[src/rtl/rshift_pkg.sv]
package rshift_pkg;

  typedef enum logic [1:0] {
    OP_LSR  = 2'b00,
    OP_ASR  = 2'b01,
    OP_RRC  = 2'b10,
    OP_SARC = 2'b11
  } rs_op_e;

  typedef struct packed {
    rs_op_e op;
    logic   twice;
    logic   legal;
  } rs_dec_t;

  typedef struct packed {
    logic c;
    logic o;
    logic s;
    logic z;
  } rs_flags_t;

  localparam logic [4:0] GROUP_TAG = 5'b00011;

endpackage

[src/rtl/rshift_decode.sv]
module rshift_decode
  import rshift_pkg::*;
#(
  parameter int OPW = 10,
  parameter int IW  = 2
) (
  input  logic [OPW-1:0] opcode,
  output rs_dec_t        dec,
  output logic [IW-1:0]  ridx
);
  localparam int TAGW = OPW - 5;

  always_comb begin
    dec.legal = (opcode[OPW-1:5] == TAGW'(GROUP_TAG));
    dec.op    = rs_op_e'(opcode[4:3]);
    dec.twice = opcode[2];
    ridx      = opcode[IW-1:0];
  end
endmodule

[src/rtl/rshift_datapath.sv]
module rshift_datapath
  import rshift_pkg::*;
#(
  parameter int DW       = 16,
  parameter int SIGN_BIT = 7
) (
  input  rs_op_e          op,
  input  logic            twice,
  input  logic [DW-1:0]   val,
  input  rs_flags_t       flags_in,
  output logic [DW-1:0]   res,
  output rs_flags_t       flags_out
);
  logic          fill1, fill2;
  logic [DW-1:0] step1;

  always_comb begin
    unique case (op)
      OP_LSR:  begin fill1 = 1'b0;        fill2 = 1'b0;        end
      OP_RRC:  begin fill1 = flags_in.c;  fill2 = flags_in.o;  end
      default: begin fill1 = val[DW-1];   fill2 = val[DW-1];   end
    endcase
    step1 = {fill1, val[DW-1:1]};
    res   = twice ? {fill2, step1[DW-1:1]} : step1;

    flags_out.c = flags_in.c;
    flags_out.o = flags_in.o;
    if (op == OP_RRC || op == OP_SARC) begin
      flags_out.c = val[0];
      if (twice) flags_out.o = val[1];
    end
    flags_out.s = res[SIGN_BIT];
    flags_out.z = (res == '0);
  end
endmodule

[src/rtl/rshift_regfile.sv]
module rshift_regfile #(
  parameter int DW   = 16,
  parameter int NREG = 4,
  localparam int IW  = $clog2(NREG)
) (
  input  logic          clk,
  input  logic          rst_n,
  input  logic          we,
  input  logic [IW-1:0] widx,
  input  logic [DW-1:0] wdata,
  input  logic [IW-1:0] src_idx,
  output logic [DW-1:0] src_data,
  input  logic [IW-1:0] rd_idx,
  output logic [DW-1:0] rd_data
);
  logic [DW-1:0] regs [NREG];

  always_ff @(posedge clk) begin
    for (int i = 0; i < NREG; i++) begin
      if (!rst_n)                      regs[i] <= '0;
      else if (we && widx == IW'(i))   regs[i] <= wdata;
    end
  end

  assign src_data = regs[src_idx];
  assign rd_data  = regs[rd_idx];
endmodule

[src/rtl/rshift_timer.sv]
module rshift_timer #(
  parameter int CYC_SINGLE = 6,
  parameter int CYC_DOUBLE = 8,
  localparam int CW        = $clog2(CYC_DOUBLE + 1)
) (
  input  logic          clk,
  input  logic          rst_n,
  input  logic          start,
  input  logic          clr,
  input  logic          twice,
  output logic          idle,
  output logic [CW-1:0] cyc_count,
  output logic          done
);
  logic [CW-1:0] cnt;
  logic [CW-1:0] len;

  assign len  = twice ? CW'(CYC_DOUBLE) : CW'(CYC_SINGLE);
  assign idle = (cnt == '0);

  always_ff @(posedge clk) begin
    if (!rst_n) begin
      cnt       <= '0;
      cyc_count <= '0;
      done      <= 1'b0;
    end else begin
      done <= (cnt == CW'(1));
      if (start) begin
        cnt       <= len;
        cyc_count <= len;
      end else begin
        if (cnt != '0) cnt <= cnt - 1'b1;
        if (clr)       cyc_count <= '0;
      end
    end
  end

  // done lasts one cycle
  a_r9_done_one_cycle: assert property (@(posedge clk) disable iff (!rst_n)
    done |=> !done);

  // a new start only arrives while idle
  a_r8_start_when_idle: assert property (@(posedge clk) disable iff (!rst_n)
    start |-> idle);
endmodule

[src/rtl/rshift_unit.sv]
module rshift_unit
  import rshift_pkg::*;
#(
  parameter int DW         = 16,
  parameter int NREG       = 4,
  parameter int OPW        = 10,
  parameter int CYC_SINGLE = 6,
  parameter int CYC_DOUBLE = 8,
  localparam int IW        = $clog2(NREG),
  localparam int CW        = $clog2(CYC_DOUBLE + 1)
) (
  input  logic           clk,
  input  logic           rst_n,
  input  logic           exec_valid,
  output logic           exec_ready,
  input  logic [OPW-1:0] exec_opcode,
  input  logic           ld_en,
  input  logic [IW-1:0]  ld_idx,
  input  logic [DW-1:0]  ld_data,
  input  logic           ld_flags_en,
  input  logic           ld_c,
  input  logic           ld_o,
  input  logic [IW-1:0]  rd_idx,
  output logic [DW-1:0]  rd_data,
  output logic           flag_s,
  output logic           flag_z,
  output logic           flag_c,
  output logic           flag_o,
  output logic [CW-1:0]  cyc_count,
  output logic           done,
  output logic           illegal
);
  rs_dec_t       dec;
  logic [IW-1:0] ridx;
  logic [DW-1:0] src_data, res;
  rs_flags_t     flags_q, flags_nx;
  logic          acc, take, idle;
  logic          we;
  logic [IW-1:0] widx;
  logic [DW-1:0] wdata;

  rshift_decode #(.OPW(OPW), .IW(IW)) u_dec (
    .opcode(exec_opcode), .dec(dec), .ridx(ridx));

  rshift_regfile #(.DW(DW), .NREG(NREG)) u_rf (
    .clk(clk), .rst_n(rst_n), .we(we), .widx(widx), .wdata(wdata),
    .src_idx(ridx), .src_data(src_data), .rd_idx(rd_idx), .rd_data(rd_data));

  rshift_datapath #(.DW(DW)) u_dp (
    .op(dec.op), .twice(dec.twice), .val(src_data), .flags_in(flags_q),
    .res(res), .flags_out(flags_nx));

  rshift_timer #(.CYC_SINGLE(CYC_SINGLE), .CYC_DOUBLE(CYC_DOUBLE)) u_tmr (
    .clk(clk), .rst_n(rst_n), .start(take), .clr(acc && !dec.legal),
    .twice(dec.twice), .idle(idle), .cyc_count(cyc_count), .done(done));

  assign exec_ready = idle;
  assign acc        = exec_valid && exec_ready;
  assign take       = acc && dec.legal;

  // execution write-back wins; a load in an accepting cycle is dropped
  assign we    = take || (ld_en && !acc);
  assign widx  = acc ? ridx : ld_idx;
  assign wdata = acc ? res  : ld_data;

  always_ff @(posedge clk) begin
    if (!rst_n) begin
      flags_q <= '0;
      illegal <= 1'b0;
    end else begin
      illegal <= acc && !dec.legal;
      if (take) flags_q <= flags_nx;
      else if (!acc && ld_flags_en) begin
        flags_q.c <= ld_c;
        flags_q.o <= ld_o;
      end
    end
  end

  assign flag_s = flags_q.s;
  assign flag_z = flags_q.z;
  assign flag_c = flags_q.c;
  assign flag_o = flags_q.o;

  // logical shift keeps carry and overflow
  a_r2_lsr_keeps_co: assert property (@(posedge clk) disable iff (!rst_n)
    (take && dec.op == OP_LSR) |=> ({flag_c, flag_o} == $past({flag_c, flag_o})));

  // carry-out shift loads carry from source bit 0
  a_r5_sarc_carry: assert property (@(posedge clk) disable iff (!rst_n)
    (take && dec.op == OP_SARC) |=> (flag_c == $past(src_data[0])));

  // single rotate leaves overflow alone
  a_r4_single_keeps_o: assert property (@(posedge clk) disable iff (!rst_n)
    (take && dec.op == OP_RRC && !dec.twice) |=> (flag_o == $past(flag_o)));

  // busy after a legal acceptance
  a_r8_busy_after_take: assert property (@(posedge clk) disable iff (!rst_n)
    take |=> !exec_ready);

  // out-of-group opcode keeps flags and readiness
  a_r10_illegal_stable: assert property (@(posedge clk) disable iff (!rst_n)
    (acc && !dec.legal) |=> ($stable({flag_c, flag_o, flag_s, flag_z}) && exec_ready && illegal));
endmodule

[config.mk]
export PLATFORM = sky130hd
export DESIGN_NAME = rshift_unit
export DESIGN_NICKNAME = d
export VERILOG_FILES = /design/src/rtl/rshift_pkg.sv /design/src/rtl/rshift_decode.sv /design/src/rtl/rshift_datapath.sv /design/src/rtl/rshift_regfile.sv /design/src/rtl/rshift_timer.sv /design/src/rtl/rshift_unit.sv
export SDC_FILE = /design/constraint.sdc
export NUM_CORES = 1
export LEC_CHECK = 0
export ABC_AREA = 1
export BUFFER_PORTS_ARGS = -buffer_cell sky130_fd_sc_hd__buf_4
export CORE_MARGIN = 1.5
export CORE_UTILIZATION = 45
export DETAILED_ROUTE_END_ITERATION = 10
export PLACE_DENSITY = 0.65
export SYNTH_ARGS = -nofsm -noshare
export SYNTH_HDL_FRONTEND = slang
export SYNTH_SLANG_ARGS = --single-unit
[constraint.sdc]
create_clock -name clk -period 4 [get_ports clk]
set_input_delay 0.8 -clock clk [delete_from_list [all_inputs] [get_ports clk]]
set_output_delay 0.8 -clock clk [all_outputs]
set_load 0.01 [all_outputs]
==> run_results.csv <==
group,metric,value,unit
pwr,p_int,1.613,mW
place,dpl-instance-area,4777,µm²
pwr,p_sw,0.8789,mW
pwr,ir_drop,346.7,µV
timing,hold_viol,0,
drt,drtIter0Drc,310,
grt,busiest_layer,"met2",
grt,grt_use_met1,33.75,%
synthesis,ys_seq_area_share,50.38,%
floorplanning,die_y,100.7,µm
setup_path,required,3200,ps
synthesis,synth_cell_type_count,33,
drt,antenna_left,0,
floorplanning,core-area,9240,µm²
setup_path,cpLargestDelayFamily,"buffers and inverters",
final_layout,drive_above_1_share,17.35,%
pwr,seq_power_share,44.0,%
final_layout,final_nets,617,
drt,vias,3996,
synthesis,synth-seq-cells,76,
synthesis,syn_nets,573,
grt,grt_overflow,0,
job,timing.max_cap.violations,0,
timing,worst_slew_pin_slew,646.6,ps
synthesis,syn_inst,533,
drt,routed_wl,12.46,mm
setup_path,cp_data_arrival_time,2110,ps
grt,grt_pass1_wl,19.33,mm
pwr,leakagePower,2.105,nW
setup_path,crit_slowest_cell,"inv_1",
setup_path,crit_path_max_fanout,33,
setup_path,worst_path_most_repeated_cell,"buf_4",
floorplanning,dieArea,10130,µm²
synthesis,netlist_area,4292,µm²
grt,met2_usage,42.36,%
grt,antenna_found_initial,0,
final_layout,design_area,4991,µm²
setup_path,critPathBufInv,4,
clock_tree,cts_resized,0,
drt,drtPass1Iterations,6,
clock_tree,clock_path_buffers,2,
timing,drv_slew,0,
grt,track_usage,25.46,%
place,place_congestion,0.8398,
final_layout,final_cell_mix,"119 x nor2_1, 109 x nand2_1, 71 x nand3_1",
clock_tree,insertion_delay,360,ps
timing,clock.fmax,343.1,MHz
clock_tree,cts_setup_buffers,0,
drt,wire_per_inst,17.52,µm
timing,skew,17.13,ps
synthesis,ys_warn_count,0,
drt,route.detailed.drc,0,
timing,rsz0062_at_grt,"no",
setup_path,start_kind,"input port",
place,hpwl,8.009,mm
final_layout,syn2layout_area_growth,16.30,%
grt,grt_max_degree,34,
synthesis,yosysTopAreaCell,"edfxtp_1",
pwr,power,2.492,mW
min_path,hp-class,"register to register",
final_layout,diodes,0,
timing,tns,0,ps
synthesis,synth_top_area_share,44.78,%
place,dpl.cell_count,695,
clock_tree,numCtsBuffers,9,
clock_tree,hold_buffers,0,
pwr,comb_power_share,30.0,%
grt,met3_usage,3.467,%
floorplanning,rows,35,
setup_path,max_stage_delay,320,ps
place,portBuffers,62,
pwr,switching_share,35.26,%
timing,slew_headroom,56.85,%
timing,post-route-period-util,72.87,%
timing,finalSetupViolCount,0,
final_layout,final_common_cell,"nor2_1",
pwr,p_per_area,499.4,nW/µm²
setup_path,crit_chain,"buf_4, inv_1, buf_4, o21ai_0, o22ai_1, buf_4",
setup_path,endpoint_kind,"output port",
clock_tree,cts.sinks,76,
synthesis,syn-mean-instance-area,8.052,µm²
floorplanning,die_x,100.7,µm
floorplanning,num_io_pins,64,
run_status,status,"finished clean",
clock_tree,clockRootBuffer,"clkbuf_8",
drt,vias_per_cell,5.620,
synthesis,synthTopCellsByArea,"edfxtp_1 45%, nor2_1 10%, nand2_1 9.5%",
timing,min_period,2915,ps
clock_tree,cts-htree-levels,3,
grt,grt_pass1_vias,3800,
final_layout,finalNonFillerCells,711,
clock_tree,cts_tree,"yes",
clock_tree,clkTransAtPathRegs,90,ps
setup_path,path_class,"input port to output port",
final_layout,fillers,883,
floorplanning,initial_core_util,46.45,%
pwr,p_clk_share,26.0,%
flip-flops by register name (all words and copies together) (netlist names):
signal	cells
flag_c	1
flag_o	1
flag_s	1
flag_z	1
illegal	1
u_rf.regs	64
u_tmr.cnt	4
u_tmr.cyc_count	2
u_tmr.done	1
metal layers:
metal / wire length (µm) / part of all wire, %
met1: 5134 / 41
met2: 6037 / 48
met3: 1099 / 8.8
met4: 189 / 1.5
met5: 0 / 0
area by class of cell:
type	count	area (µm²)	area share, %
flip-flops and latches	76	2162	43.32
well taps	129	161.4	3.234
clock buffers	13	170.2	3.409
clock inverters	3	43.79	0.8774
inverters	17	68.82	1.379
multi-input cells	408	1897	38.00
repair buffers	65	488.0	9.777
worst paths after layout:
kind | startpoint | cells after the start | endpoint | slack (ps)
setup / recovery | rd_idx[0] | 6 | rd_data[14] | 1090
hold / removal | u_tmr.cyc_count[3] | 2 | u_tmr.cyc_count[3] | 480
setup reg to reg | u_tmr.cnt[0] | 11 | u_rf.regs[0][15] | 1380
hold reg to reg | u_tmr.cyc_count[3] | 2 | u_tmr.cyc_count[3] | 480
cells by family (layout without fill, tap and decap cells):
family / after synthesis / after routing / share of synthesized area (%)
DFF: 76 / 76 / 50.38
and+or+nand+nor: 319 / 319 / 31.95
adders and majority gates: 3 / 3 / 0.8747
AOI/OAI and AO/OA: 83 / 83 / 10.87
other: 1 / 1 / 0.08738
xor gates and xnor gates: 2 / 2 / 0.4082
buffers and inverters: 49 / 98 / 5.422
per-stage QoR:
step                util, %  setup slack, ps  hold slack, ps
finish                54.01             1085           483.0
global route          54.01             1010           510.1
CTS                   54.01             1137           487.7
detailed placement    51.70             1033           472.3
global placement      51.70             1100           465.5
floorplan                 -             1655           457.4
worst reg2reg max path: cells and delay by family (launching register included):
family                   cells  cell delay, ps
buffers and inverters        4             380
flip-flops                   1             360
AND/OR/NAND/NOR              5            1170
adder cells (fa/ha/maj)      1             210
AO/OA/AOI/OAI                1             120
power by group through the flow:
stage	Sequential, mW	Combinational, mW	Clock, mW
2_1_floorplan	1.09	0.511	0
3_3_place_gp	1.11	0.731	0
3_5_place_dp	1.11	0.743	0
4_1_cts	1.09	0.747	0.648
5_1_grt	1.11	0.827	0.680
6_report	1.10	0.749	0.648
Yosys cell counts:
cell,instances
a211oi_1,4
a21boi_0,1
a21oi_1,5
a21oi_2,1
buf_1,2
buf_2,5
buf_4,2
buf_6,4
clkbuf_1,19
conb_1,1
dfxtp_1,12
edfxtp_1,64
ha_1,3
inv_1,14
inv_2,1
inv_4,2
nand2_1,109
nand2_2,5
nand2_8,1
nand3_1,71
nor2_1,119
nor2_2,1
nor2_8,1
nor3_1,3
nor3_2,3
o21a_1,1
o21ai_0,51
o21ai_2,2
o221ai_1,1
o22ai_1,17
or2_1,1
or2_2,5
xor2_1,2
(Power assumes the default switching activity.)
